--- src/rtl/mtc_pkg.sv ---
package mtc_pkg;
    localparam int TAG_W      = 4;
    localparam int GRAN_SHIFT = 4;
    localparam int PTR_W      = 64;
    localparam int KEY_LSB    = 56;
    localparam int LEN_W      = 4;
    localparam int LANES      = 2;

    typedef logic [TAG_W-1:0] color_t;
    typedef logic [PTR_W-1:0] ptr_t;
endpackage

--- src/rtl/mtc_tag_store.sv ---
module mtc_tag_store
    import mtc_pkg::*;
#(
    parameter int GI_W = 6
) (
    input  logic                        clk,
    input  logic                        rst_n,
    input  logic                        set_req,
    input  logic [GI_W-1:0]             set_base,
    input  logic [GI_W:0]               set_cnt,
    input  color_t                      set_color,
    output logic                        busy,
    input  logic [LANES-1:0][GI_W-1:0]  rd_idx,
    output color_t [LANES-1:0]          rd_col
);
    localparam int NG = 1 << GI_W;

    typedef struct packed {
        logic                       busy;
        logic [GI_W-1:0]            cur;
        logic [GI_W:0]              rem;
        color_t                     color;
        logic [NG-1:0][TAG_W-1:0]   tags;
    } st_t;

    st_t st_d, st_q;

    always_comb begin
        st_d = st_q;
        if (st_q.busy) begin
            st_d.tags[st_q.cur] = st_q.color;
            st_d.cur            = st_q.cur + 1'b1;
            st_d.rem            = st_q.rem - 1'b1;
            if (st_q.rem == (GI_W+1)'(1)) begin
                st_d.busy = 1'b0;
            end
        end else if (set_req && (set_cnt != '0)) begin
            st_d.busy  = 1'b1;
            st_d.cur   = set_base;
            st_d.rem   = set_cnt;
            st_d.color = set_color;
        end
    end

    always_ff @(posedge clk) begin
        if (!rst_n) begin
            st_q <= '0;
        end else begin
            st_q <= st_d;
        end
    end

    assign busy = st_q.busy;

    for (genvar i = 0; i < LANES; i++) begin : g_rd
        assign rd_col[i] = st_q.tags[rd_idx[i]];
    end


    fill_start_chk: assert property (@(posedge clk) disable iff (!rst_n)
        (set_req && !busy && (set_cnt != '0)) |=> busy);

    fill_cause_chk: assert property (@(posedge clk) disable iff (!rst_n)
        $rose(busy) |-> $past(set_req));
endmodule

--- src/rtl/mtc_key_compare.sv ---
module mtc_key_compare
    import mtc_pkg::*;
(
    input  color_t              key,
    input  color_t [LANES-1:0]  col,
    output logic                match
);
    logic [LANES-1:0] eq;

    for (genvar i = 0; i < LANES; i++) begin : g_lane
        assign eq[i] = (col[i] == key);
    end

    assign match = &eq;
endmodule

--- src/rtl/mtc_fault_log.sv ---
module mtc_fault_log
    import mtc_pkg::*;
(
    input  logic clk,
    input  logic rst_n,
    input  logic clr,
    input  logic rec,
    input  ptr_t rec_ptr,
    output logic flag,
    output logic ovf,
    output ptr_t ptr
);
    typedef struct packed {
        logic flag;
        logic ovf;
        ptr_t ptr;
    } log_t;

    log_t lg_d, lg_q;

    always_comb begin
        lg_d = lg_q;
        if (clr) begin
            lg_d = '0;
        end
        if (rec) begin
            if (!lg_d.flag) begin
                lg_d.flag = 1'b1;
                lg_d.ptr  = rec_ptr;
            end else begin
                lg_d.ovf = 1'b1;
            end
        end
    end

    always_ff @(posedge clk) begin
        if (!rst_n) begin
            lg_q <= '0;
        end else begin
            lg_q <= lg_d;
        end
    end

    assign flag = lg_q.flag;
    assign ovf  = lg_q.ovf;
    assign ptr  = lg_q.ptr;


    first_keep_chk: assert property (@(posedge clk) disable iff (!rst_n)
        (flag && !clr) |=> (flag && $stable(ptr)));

    ovf_set_chk: assert property (@(posedge clk) disable iff (!rst_n)
        (flag && rec && !clr) |=> ovf);
endmodule

--- src/rtl/mtc_unit.sv ---
module mtc_unit
    import mtc_pkg::*;
#(
    parameter int GI_W = 6
) (
    input  logic              clk,
    input  logic              rst_n,
    input  logic              chk_en,
    input  logic              async_mode,
    input  logic              set_req,
    input  logic [GI_W-1:0]   set_base,
    input  logic [GI_W:0]     set_cnt,
    input  logic [TAG_W-1:0]  set_color,
    output logic              fill_busy,
    input  logic              acc_valid,
    input  logic [PTR_W-1:0]  acc_ptr,
    input  logic [LEN_W-1:0]  acc_len,
    output logic              res_valid,
    output logic              res_pass,
    output logic              res_fault,
    output logic [PTR_W-1:0]  res_ptr,
    input  logic              log_clr,
    output logic              log_fault,
    output logic              log_ovf,
    output logic [PTR_W-1:0]  log_ptr
);
    localparam int OFF_W = GI_W + GRAN_SHIFT;

    typedef struct packed {
        logic valid;
        logic pass;
        logic fault;
        ptr_t ptr;
    } res_t;

    res_t res_d, res_q;

    logic [LANES-1:0][GI_W-1:0] rd_idx;
    color_t [LANES-1:0]         rd_col;
    color_t                     key;
    logic [OFF_W-1:0]           off0;
    logic                       match;
    logic                       bad;
    logic                       log_rec;

    mtc_tag_store #(.GI_W(GI_W)) u_store (
        .clk       (clk),
        .rst_n     (rst_n),
        .set_req   (set_req),
        .set_base  (set_base),
        .set_cnt   (set_cnt),
        .set_color (set_color),
        .busy      (fill_busy),
        .rd_idx    (rd_idx),
        .rd_col    (rd_col)
    );

    mtc_key_compare u_cmp (
        .key   (key),
        .col   (rd_col),
        .match (match)
    );

    mtc_fault_log u_log (
        .clk     (clk),
        .rst_n   (rst_n),
        .clr     (log_clr),
        .rec     (log_rec),
        .rec_ptr (acc_ptr),
        .flag    (log_fault),
        .ovf     (log_ovf),
        .ptr     (log_ptr)
    );

    always_comb begin
        key       = acc_ptr[KEY_LSB +: TAG_W];
        off0      = acc_ptr[OFF_W-1:0];
        rd_idx[0] = off0[OFF_W-1:GRAN_SHIFT];
        rd_idx[1] = GI_W'((off0 + OFF_W'(acc_len)) >> GRAN_SHIFT);
        bad       = chk_en && !match;
        log_rec   = acc_valid && bad && async_mode;

        res_d       = res_q;
        res_d.valid = acc_valid;
        if (acc_valid) begin
            res_d.pass  = !bad || async_mode;
            res_d.fault = bad && !async_mode;
            res_d.ptr   = acc_ptr;
        end else begin
            res_d.pass  = 1'b0;
            res_d.fault = 1'b0;
        end
    end

    always_ff @(posedge clk) begin
        if (!rst_n) begin
            res_q <= '0;
        end else begin
            res_q <= res_d;
        end
    end

    assign res_valid = res_q.valid;
    assign res_pass  = res_q.pass;
    assign res_fault = res_q.fault;
    assign res_ptr   = res_q.ptr;


    latency_chk: assert property (@(posedge clk) disable iff (!rst_n)
        acc_valid |=> (res_valid && (res_ptr == $past(acc_ptr))));

    block_chk: assert property (@(posedge clk) disable iff (!rst_n)
        res_fault |-> (res_valid && !res_pass));

    defer_chk: assert property (@(posedge clk) disable iff (!rst_n)
        (acc_valid && async_mode) |=> (res_pass && !res_fault));

    off_pass_chk: assert property (@(posedge clk) disable iff (!rst_n)
        (acc_valid && !chk_en) |=> (res_pass && !res_fault));
endmodule

--- config.mk ---
export PLATFORM = sky130hd
export DESIGN_NAME = mtc_unit
export DESIGN_NICKNAME = d
export VERILOG_FILES = /design/src/rtl/mtc_pkg.sv /design/src/rtl/mtc_tag_store.sv /design/src/rtl/mtc_key_compare.sv /design/src/rtl/mtc_fault_log.sv /design/src/rtl/mtc_unit.sv
export SDC_FILE = /design/constraint.sdc
export NUM_CORES = 1
export LEC_CHECK = 0
export ABC_AREA = 1
export BUFFER_PORTS_ARGS = -buffer_cell sky130_fd_sc_hd__buf_2
export CAP_MARGIN = 10
export CELL_PAD_IN_SITES_DETAIL_PLACEMENT = 2
export CELL_PAD_IN_SITES_GLOBAL_PLACEMENT = 2
export CORE_MARGIN = 5
export CORE_UTILIZATION = 27
export CTS_BUF_LIST = sky130_fd_sc_hd__clkbuf_4
export DETAILED_ROUTE_END_ITERATION = 8
export GPL_ROUTABILITY_DRIVEN = 0
export PLACE_DENSITY = 0.69
export SYNTH_ARGS = -nofsm -noshare
export SYNTH_HDL_FRONTEND = slang
export SYNTH_HIERARCHICAL = 1
export SYNTH_SLANG_ARGS = --single-unit
--- constraint.sdc ---
create_clock -name clk -period 4.4 [get_ports clk]
set_clock_uncertainty 0.1 [all_clocks]
set_input_delay 0.88 -clock clk [delete_from_list [all_inputs] [get_ports clk]]
set_output_delay 0.88 -clock clk [all_outputs]
set_load 0.1 [all_outputs]
==> impl_metrics.ini <==
[timing]
finalCritPeriodShare_pct = 89.3
setup_viol = 0
min_period_ps = 3930
rsz0062_at_grt = false
slew_headroom_pct = 29.9
finalSetupTns_ps = 0
hold_viol_final = 0
clock.fmax_mhz = 254
worst_slack_ps = 469
worst_pin_slew_ps = 1050
maxSlewViolCount = 0

[worst_setup_path]
crit_path_start_kind = input pin
crit_type = input pin to register
required_ps = 5090
crit_slowest_cell = ha_1
end_kind = register
path_common_cell = nand2_1
max_stage_delay_ps = 340
arrival_ps = 4620
path_max_fanout = 27

[layout]
final_common_cell = nand2_1
drive_gt1_share_pct = 17.2
final_core_util_pct = 32.5
num-nets-final = 3420
final_cell_mix = 887 x nand2_1, 461 x nand3_1, 407 x dfxtp_1
area_delta_synth_final_pct = 20.0

[synthesis]
ys_seq_area_share_pct = 39.7
synth.distinct_cells = 34
syn_nets = 3187
synth_seq_cells = 407
syn-instance-count = 3089
synth_area_per_cell_um2 = 6.64
synth-warning-count = 6
synth_area_um2 = 20500

[power_and_ir_drop]
p_leak_nw = 10.5
powerDensity_nw_per_um2 = 387
ir_drop_mv = 0.164

[routing]
drc_errors = 0
dr.pass1.iters = 5
drt_iter0_drc = 1161
final_antenna_net_count = 0
route.vias.total = 22885
avgRoutedWirePerCell_um = 21.7
vias_per_cell = 5.19
routed_wl_um = 95800

[floorplanning]
dieArea_um2 = 81600
fp-row-count = 101
start_util_pct = 27.1
ios = 226
core_um2 = 75700
die_width_um = 286
fp.dieH_um = 286

[cts]
post_cts_buffers = 0
clock_path_buffers = 3
cts_root_buf = clkbuf_4
clk_pin_slew_ps = 70
cts_inserted_buffers = 121
post_cts_resized = 0
clock_sinks = 407
h-tree-depth = 3
clock_latency_ps = 920
cts_tree = yes

[grt]
antenna_found_initial = 7
grt_max_degree = 125
grt.total_usage_pct = 22.6
grt_pass1_wl_um = 147000
grt_pass1_vias = 24990
gr-total-overflow = 0

[flow_run]
drv_cap = 0

[placed_design]
place_ws_ps = -328
hpwl_um = 64800
io_buffers = 225

[status]
status = finished, final reports clean

[min_path]
min_path_type = input pin to register
==> flip-flops by register name, summed over array words and instances (netlist names) <==
| name | count |
|---|---|
| u_log/flag | 1 |
| res_pass | 1 |
| res_valid | 1 |
| u_store/busy | 1 |
| res_fault | 1 |
| u_store/st_q | 273 |
| u_log/ovf | 1 |
| u_log/ptr | 64 |
| res_ptr | 64 |
==> layout make-up <==
type	count	area [um^2]
Clock inverter	48	250
Inverter	105	425
Clock buffer	174	1310
Antenna cell	7	17.5
Multi-Input combinational cell	2361	11000
Sequential cell	407	8150
Timing Repair Buffer	326	2240
Tap cell	978	1220
Fill cell	9116	51100
==> kinds of logic (layout without fill, tap and decap cells) <==
logic type	after synthesis	after routing	share of synthesized area [%]
DFF	407	407	39.7
AOI/OAI and AO/OA	605	605	14.8
adders and majority gates	6	6	0.366
other	0	7	0
and+or+nand+nor	1749	1749	38.4
xor gates and xnor gates	1	1	0.0427
buffers and inverters	321	653	6.70
==> critical path: cells and delay by family <==
kind	cells	cell delay [ps]
buffers and inverters	8	1090
adder cells (fa/ha/maj)	1	340
AND/OR/NAND/NOR	22	2250
==> report_power, final <==
group	switching, W	internal (W)
logic	0.00148	0.000458
registers	0.0000688	0.00378
clock network	0.00185	0.00189
total	0.00340	0.00613
==> synthesized netlist by cell type, drive strengths merged <==
| library cell | count | area (um^2) |
|---|---|---|
| o31ai | 1 | 7.51 |
| dfxtp | 407 | 8150 |
| nand3 | 464 | 2350 |
| nand3b | 49 | 368 |
| or2 | 2 | 12.5 |
| nand2 | 892 | 3360 |
| xor2 | 1 | 8.76 |
| nor2 | 280 | 1390 |
| and2 | 49 | 307 |
| or3 | 1 | 6.26 |
| o211ai | 4 | 30.0 |
| a21oi | 273 | 1370 |
| nand4 | 3 | 33.8 |
| clkbuf | 120 | 483 |
| a21boi | 1 | 7.51 |
| inv | 103 | 387 |
| nor3 | 9 | 45.0 |
| bufinv | 2 | 35.0 |
| buf | 96 | 470 |
| o21ai | 326 | 1630 |
| ha | 6 | 75.1 |
==> what timing repair did <==
item	CTS	global route
endpoints found under the setup margin	0	0
endpoints found under the hold margin	14	0
hold buffers	13	0
==> path summary, 6_finish.rpt <==
path | from | to | slack [ps] | cells past startpoint
worst max-delay path | acc_ptr[3] | u_log/ptr[18] | 470 | 31
worst min-delay path | acc_ptr[38] | res_ptr[38] | 110 | 3
worst max register to register | u_store/st_q[164] | u_log/ptr[18] | 1540 | 21
worst min register to register | u_log/ovf | u_log/ovf | 380 | 2
==> routing by layer <==
metal	up-vias	part of all wire [%]	track usage [%]
li1	10761	-	-
met1	11460	43	27.5
met2	461	50	40.2
met3	203	3.4	3.14
met4	0	4.0	9.02
met5	-	0	0
==> metrics by stage <==
step	hold slack (ps)	total power, W	instance area [um^2]	cells
detailed placement	374	0.00585	22900	4164
global placement	349	0.00581	22900	4164
CTS	0.705	0.00971	24600	4399
floorplan	337	0.00516	20500	3089
finish	112	0.00953	24600	4406
global route	18.7	0.0100	24600	4406
Note: power is estimated with default switching activity, not from simulation.
